===== config.mk =====
export PLATFORM = sky130hd
export DESIGN_NAME = bsmax_top
export DESIGN_NICKNAME = d
export VERILOG_FILES = /design/src/rtl/bsmax_pkg.sv /design/src/rtl/bsmax_borrow_chain.sv /design/src/rtl/bsmax_sload_reg.sv /design/src/rtl/bsmax_top.sv
export SDC_FILE = /design/constraint.sdc
export NUM_CORES = 1
export LEC_CHECK = 0
export CAP_MARGIN = 20
export CORE_AREA = 2 2 44 62
export DETAILED_ROUTE_END_ITERATION = 12
export DIE_AREA = 0 0 46 64
export DONT_BUFFER_PORTS = 1
export PLACE_DENSITY = 0.7
export SYNTH_ARGS = -nofsm -noshare
export SYNTH_HDL_FRONTEND = slang
export SYNTH_SLANG_ARGS = --single-unit

===== constraint.sdc =====
create_clock -name clk -period 6.6 [get_ports clk]
set_input_delay 0.99 -clock clk [delete_from_list [all_inputs] [get_ports clk]]
set_output_delay 0.99 -clock clk [all_outputs]
set_load 0.01 [all_outputs]

===== src/rtl/bsmax_pkg.sv =====
// Package bsmax_pkg
// Purpose: shared width parameter and the select encoding for the result register.
// Assumes: operands are unsigned.
package bsmax_pkg;
    localparam int unsigned DEF_WIDTH = 16;

    // Which path the result register loads on an enabled edge.
    typedef enum logic {
        SEL_DATA  = 1'b0,   // normal data input: operand a
        SEL_SLOAD = 1'b1    // synchronous-load input: operand b
    } load_sel_e;
endpackage


===== src/rtl/bsmax_borrow_chain.sv =====
// Module bsmax_borrow_chain
// Purpose: forms a + ~b + 1 with a ripple of one-bit full adders and
//          returns the inverted top carry, which is the unsigned borrow (a < b).
// Assumes: unsigned operands. The sum bits are computed but left unused.
module bsmax_borrow_chain #(
    parameter int unsigned WIDTH = 16
) (
    input  logic [WIDTH-1:0] op_a,
    input  logic [WIDTH-1:0] op_b,
    output logic             borrow
);
    // Carry node k feeds bit k; node WIDTH is the top carry.
    logic [WIDTH:0]   carry;
    logic [WIDTH-1:0] diff_unused;

    assign carry[0] = 1'b1;   // the +1 of the two's-complement subtraction

    for (genvar k = 0; k < WIDTH; k++) begin : g_cell
        logic nb;
        assign nb = ~op_b[k];
        // One full-adder cell of the chain.
        assign diff_unused[k] = op_a[k] ^ nb ^ carry[k];
        assign carry[k+1]     = (op_a[k] & nb) | (carry[k] & (op_a[k] ^ nb));
    end

    // No carry out of the top bit means a borrow, so a < b.
    assign borrow = ~carry[WIDTH];

    // Combinational self-check: the borrow must match an unsigned compare.
    always_comb begin
        a_r2_borrow_matches: assert (borrow === (op_a < op_b) || $isunknown({op_a, op_b}))
            else $error("R2 borrow mismatch");
    end
endmodule


===== src/rtl/bsmax_sload_reg.sv =====
// Module bsmax_sload_reg
// Purpose: a register bank with a synchronous-load input beside its normal
//          data input, a clock enable, and a synchronous active-low clear.
// Assumes: clear has priority over enable; sload only matters on enabled edges.
module bsmax_sload_reg
    import bsmax_pkg::*;
#(
    parameter int unsigned WIDTH = 16
) (
    input  logic             clk,
    input  logic             rst_n,
    input  logic             en,
    input  load_sel_e        sel,
    input  logic [WIDTH-1:0] d_data,
    input  logic [WIDTH-1:0] d_sload,
    output logic [WIDTH-1:0] q
);
    logic [WIDTH-1:0] d_next;

    // Pick the input the register captures on this edge.
    always_comb begin
        d_next = (sel == SEL_SLOAD) ? d_sload : d_data;
    end

    // Clear on reset; otherwise load the chosen input when enabled.
    always_ff @(posedge clk) begin
        if (!rst_n)
            q <= '0;
        else if (en)
            q <= d_next;
    end

    a_r1_clear: assert property (@(posedge clk) !rst_n |=> (q == '0))
        else $error("R1 clear failed");
    a_r6_hold: assert property (@(posedge clk) disable iff (!rst_n)
        !en |=> $stable(q)) else $error("R6 hold failed");
endmodule


===== src/rtl/bsmax_top.sv =====
// Module bsmax_top
// Purpose: registered unsigned maximum. The borrow of a - b selects b on the
//          synchronous-load path; otherwise a takes the normal data path.
// Assumes: unsigned operands, single-cycle latency, synchronous active-low reset.
module bsmax_top
    import bsmax_pkg::*;
#(
    parameter int unsigned WIDTH = DEF_WIDTH
) (
    input  logic             clk,
    input  logic             rst_n,
    input  logic             en,
    input  logic [WIDTH-1:0] a_in,
    input  logic [WIDTH-1:0] b_in,
    output logic [WIDTH-1:0] max_q,
    output logic             a_lt_b
);
    logic      borrow;
    load_sel_e sel;

    bsmax_borrow_chain #(.WIDTH(WIDTH)) chain_i (
        .op_a  (a_in),
        .op_b  (b_in),
        .borrow(borrow)
    );

    // Turn the borrow into the register's load select.
    always_comb begin
        sel = borrow ? SEL_SLOAD : SEL_DATA;
    end

    bsmax_sload_reg #(.WIDTH(WIDTH)) reg_i (
        .clk    (clk),
        .rst_n  (rst_n),
        .en     (en),
        .sel    (sel),
        .d_data (a_in),
        .d_sload(b_in),
        .q      (max_q)
    );

    assign a_lt_b = borrow;

    a_r3_loads_b: assert property (@(posedge clk) disable iff (!rst_n)
        (en && (a_in < b_in)) |=> (max_q == $past(b_in))) else $error("R3 failed");
    a_r4_loads_a: assert property (@(posedge clk) disable iff (!rst_n)
        (en && (a_in >= b_in)) |=> (max_q == $past(a_in))) else $error("R4 failed");
    a_r5_equal_low: assert property (@(posedge clk) disable iff (!rst_n)
        (a_in == b_in) |-> !a_lt_b) else $error("R5 failed");
endmodule


== Word-level counts from Yosys, hierarchy flattened ==
Cells that the tools add are included.
Widths: inputs -> output; s select.

* Bitwise logic cells: 80
* Mux-type cells: 1

{| class="wikitable"
|+ Operator list
! operator !! count
|-
| $and 1x1->1 || 31
|-
| $not 1->1 || 17
|-
| $mux 16 || 1
|-
| $or 1x1->1 || 16
|-
| $xor 1x1->1 || 16
|}

* Bits of input ports: 35
* Logic and storage cells: 82
* Output and inout port bits: 17
* Register bits: 16

== Longest topological paths before layout ==
* Word-level depth: 34
* Depth in mapped cells: 8
* Depth with buffers taken out: 7

== Hierarchy ==
Synthesis repeated with hierarchy kept, for this count alone.

* Cell total of the unflattened synthesis: 115
* Area, all modules: 1082.3 um^2

{| class="wikitable"
|+ By module, submodules not included
! module !! seq. area each (um^2) !! instances !! cells an instance !! area each (um^2)
|-
| bsmax_sload_reg || 320.3 || 1 || 70 || 690.7
|-
| bsmax_borrow_chain || 0.0 || 1 || 45 || 391.6
|}

== Worst setup path before layout ==
OpenSTA, ideal clock, no wires.

* Path type: input port to output port
* Start: input b_in[10]
* End: output a_lt_b
* Buffers on the path: 1
* Stages: 8
* Data arrival time: 2567 ps
* Slack: 3043 ps
* Data required time: 5610 ps
* Path through: inv_1 -> ha_1 -> a21o_1 -> a2111oi_4 -> o311ai_4 -> a21o_4 -> buf_6 -> inv_1

* Cells in the longest elaborated chain, start to end: 15
* Elaborated cells between the ends (all ways): 16
* Those cells by class: 16 x bitwise

{| class="wikitable"
|+ Ends and longest elaborated chain
! element !! line !! source
|-
| from (decl) || bsmax_top.sv:14 || <nowiki>input logic [WIDTH-1:0] b_in,</nowiki>
|-
| $not 1->1 * || bsmax_borrow_chain.sv:20 || <nowiki>assign nb = ~op_b[k];</nowiki>
|-
| $xor 1x1->1 || - ||
|-
| $and 1x1->1 || bsmax_borrow_chain.sv:23 || <nowiki>assign carry[k+1] = (op_a[k] & nb) | (carry[k] & (op_a[k] ^ nb));</nowiki>
|-
| $or 1x1->1 * || bsmax_borrow_chain.sv:23 ||
|-
| $and 1x1->1 * || bsmax_borrow_chain.sv:23 ||
|-
| $or 1x1->1 * || bsmax_borrow_chain.sv:23 ||
|-
| $and 1x1->1 * || bsmax_borrow_chain.sv:23 ||
|-
| $or 1x1->1 * || bsmax_borrow_chain.sv:23 ||
|-
| $and 1x1->1 * || bsmax_borrow_chain.sv:23 ||
|-
| $or 1x1->1 * || bsmax_borrow_chain.sv:23 ||
|-
| $and 1x1->1 * || bsmax_borrow_chain.sv:23 ||
|-
| $or 1x1->1 * || bsmax_borrow_chain.sv:23 ||
|-
| $and 1x1->1 * || bsmax_borrow_chain.sv:23 ||
|-
| $or 1x1->1 * || bsmax_borrow_chain.sv:23 ||
|-
| $not 1->1 * || bsmax_borrow_chain.sv:27 || <nowiki>assign borrow = ~carry[WIDTH];</nowiki>
|-
| to (decl) || bsmax_top.sv:16 || <nowiki>output logic a_lt_b</nowiki>
|}

Every way passes the cells marked *; elsewhere a longest branch is shown, timed or not.

== Worst setup path after layout ==
Same ends and word-level chain as after synthesis.

==> run_results.csv <==
group,metric,value,unit
cells_and_area,multi_input_area,797,µm²
timing,slew_headroom,46.6,%
grt,grt_pass1_vias,1095,
synthesis,syn_avg_cell_area,8.93,µm²
min_path,worstHoldStart,"reg_i.q[15]$_SDFFE_PN0P_",
routing,wl_per_cell,18.1,µm
cells_and_area,largest_reg_flops,16,
synthesis,yosys_warnings,0,
routing,drc,0,
place,placed_cells,153,
worst_setup_path,reg2reg_slack,5.83,ns
timing,setup_tns,0,ns
worst_setup_path,critical_path.endpoint_type,"output port",
pwr,totalPowerFinal,0.238,mW
place,numPortBuffers,0,
worst_setup_path,r2r_start,"reg_i.q[14]$_SDFFE_PN0P_",
worst_setup_path,cp_cell_sequence,"inv_1, ha_1, a21o_1, a2111oi_4, o311ai_4, a21o_4, inv_1",
grt,gr-total-overflow,0,
cts,postCtsHoldBufs,0,
synthesis,netlist_area,1240,µm²
routing,via_count,1033,
run_status,status,"complete, no violations",
grt,grt_usage,21.2,%
cells_and_area,n_antenna_cell,0,
synthesis,synth-seq-area-share,25.8,%
synthesis,synth-simple-area-share,6.05,%
cells_and_area,drive_above_1_share,8.96,%
timing,fin_crit,3.68,ns
worst_setup_path,cp_max_fo,16,
cts,clkLatencyLatePin,0.29,ns
worst_setup_path,cpLargestDelayFamily,"compound AO/OA/AOI/OAI gates",
pwr,switchingPower,0.0754,mW
worst_setup_path,critical-path-max-stage-delay,0.43,ns
routing,ant_nets,0,
timing,fmax,0.272,GHz
floorplanning,boundaryPins,52,
routing,vias_per_cell,6.58,
cts,post_cts_resize_count,0,
timing,slew_viol_final,0,
worst_setup_path,r2r-end,"reg_i.q[14]$_SDFFE_PN0P_",
timing,finalHoldViolCount,0,
cts,htreeDepth,1,
timing,fin_ws,2.92,ns
worst_setup_path,critPathBufInv,2,
floorplanning,dieArea,2940,µm²
synthesis,syn_nets,190,
cts,cts_tree,"done",
flow_run,cap_violations,0,
min_path,holdPathEnd,"reg_i.q[15]$_SDFFE_PN0P_",
cells_and_area,fin_util,53.0,%
place,place.gp.congestion,0.733,
pwr,power.internal,0.162,mW
place,place_area,1220,µm²
cells_and_area,regMostFlops,"reg_i.q",
cts,cts_root_buf,"clkbuf_4",
pwr,ir_worst_vdd,96.0,µV
cells_and_area,syn2layout_area_growth,1.01,%
floorplanning,initial_utilization,52.5,%
timing,fin_crit_sh,55.7,%
synthesis,synth_top_family_by_area,"compound AO/OA/AOI/OAI gates",
floorplanning,core,2360,µm²
pwr,sequentialPowerShare,48.1,%
cells_and_area,num-fill-cells,243,
synthesis,yosysUniqueCellTypes,25,
pwr,p_clk_share,28.2,%
pwr,comb_power_share,23.7,%
floorplanning,die_h,64,µm
cts,postCtsSetupBuffers,0,
pwr,swShare,31.7,%
routing,wirelength,2840,µm
worst_setup_path,path_class,"input port to output port",
synthesis,yosysTopAreaCellShare,25.8,%
synthesis,synth_seq_cells,16,
grt,antenna_found_initial,0,
synthesis,synth_mux_area_share,0,%
timing,setup_viol,0,
grt,grt_pass1_wl,4690,µm
cells_and_area,instances_no_fill,157,
routing,initialDrtViolationCount,20,
synthesis,synth.largest_area_cell,"dfxtp_1",
cts,numCtsBuffers,3,
cells_and_area,seq_area,320,µm²
worst_setup_path,crit_path_start_kind,"input port",
worst_setup_path,worst_path_max_delay_cell,"a2111oi_4",
min_path,hold_depth,1,
synthesis,synth_cells,139,
synthesis,synthAdderAreaFrac,16.1,%
timing,hold-worst-slack,0.574,ns
synthesis,synth_compound_area_share,42.0,%
cells_and_area,nNetsFinal,186,
floorplanning,rows,21,
synthesis,ys_top_cells_by_area,"dfxtp_1 (26%), ha_1 (16%), a2111oi_0 (9.9%)",
worst_setup_path,crit_cells,7,
timing,worst_pin_slew,0.801,ns
timing,rsz0062_at_grt,"false",
worst_setup_path,required,5.61,ns
worst_setup_path,arrival,2.69,ns
worst_setup_path,ff2ff_path_depth,2,
routing,dr.pass1.iters,4,
grt,grt_max_degree,31,
floorplanning,die_x,46,µm
place,place_ws,2.93,ns
cells_and_area,finalInstanceArea,1250,µm²
worst_setup_path,path_common_cell,"inv_1",
cts,cts.sinks,16,
place,place_hpwl,2150,µm
cts,clk_pin_slew,0.10,ns
min_path,hp-class,"flip-flop to flip-flop",
cells_and_area,top_regs,"reg_i.q (16)",
pwr,p_leak,0.528,nW
synthesis,synth_xor_area_share,0,%
timing,fin_skew,0,ns
cts,cts_buffer_depth,2,
pwr,p_per_area,190,nW/µm²
placed cells by master, fill, tap and decap left out, types with 2 or more instances in the layout:
cell type / instances
clkbuf_4: 3
a2111oi_4: 2
inv_1: 19
a2111oi_0: 14
o21ai_0: 15
nor2_1: 16
a2111oi_2: 2
dfxtp_1: 16
ha_1: 16
a21o_1: 3
a211oi_1: 14
o21a_1: 3
Yosys cell counts (all sizes together):
cell type and n:
o311ai 1, o21ai 15, o211ai 1, ha 16, nand3 1, a21oi 1
dfxtp 16, a21o 4, a211oi 15, clkbuf 5, o2111ai 1, nand2 1
nand2b 1, buf 4, nor2 16, inv 19, o211a 1, a2111oi 18
o21a 3
routing by layer:
metal	vias to the layer above	global-route usage [%]	part of all wire [%]
met1	479	23.0	39
met5	-	0	0
met2	36	36.5	53
met4	0	8.93	1.3
li1	514	-	-
met3	4	5.93	6.9
power groups by stage:
stage,clock network (mW),registers [mW],logic (mW)
2_1_floorplan,0,0.115,0.0516
3_3_place_gp,0,0.117,0.0546
3_5_place_dp,0,0.117,0.0563
4_1_cts,0.0692,0.115,0.0567
5_1_grt,0.0736,0.116,0.0634
6_report,0.0670,0.114,0.0563
kinds of logic (layout without fill, tap and decap cells):
logic type / count (synthesis) / count (layout)
compound gates: 60 / 60
buf+inv: 28 / 23
simple gates: 19 / 19
fa+ha+maj: 16 / 16
flops: 16 / 16
worst max path at each step:
| stage | start | to | slack (ns) |
|---|---|---|---|
| 2_1_floorplan | b_in[10] | a_lt_b | 3.04 |
| 3_3_place_gp | b_in[10] | a_lt_b | 2.95 |
| 3_5_place_dp | b_in[10] | a_lt_b | 2.93 |
| 4_1_cts | b_in[10] | a_lt_b | 2.93 |
| 5_1_grt | b_in[10] | a_lt_b | 2.86 |
| 6_report | b_in[10] | a_lt_b | 2.92 |
layout make-up:
| type | count | area share (%) |
|---|---|---|
| multi-input combinational | 95 | 63.6 |
| tap | 23 | 2.30 |
| inverter | 19 | 5.69 |
| sequential | 16 | 25.5 |
| clock buffer | 4 | 2.89 |
Power figures use the tool's default switching activity.
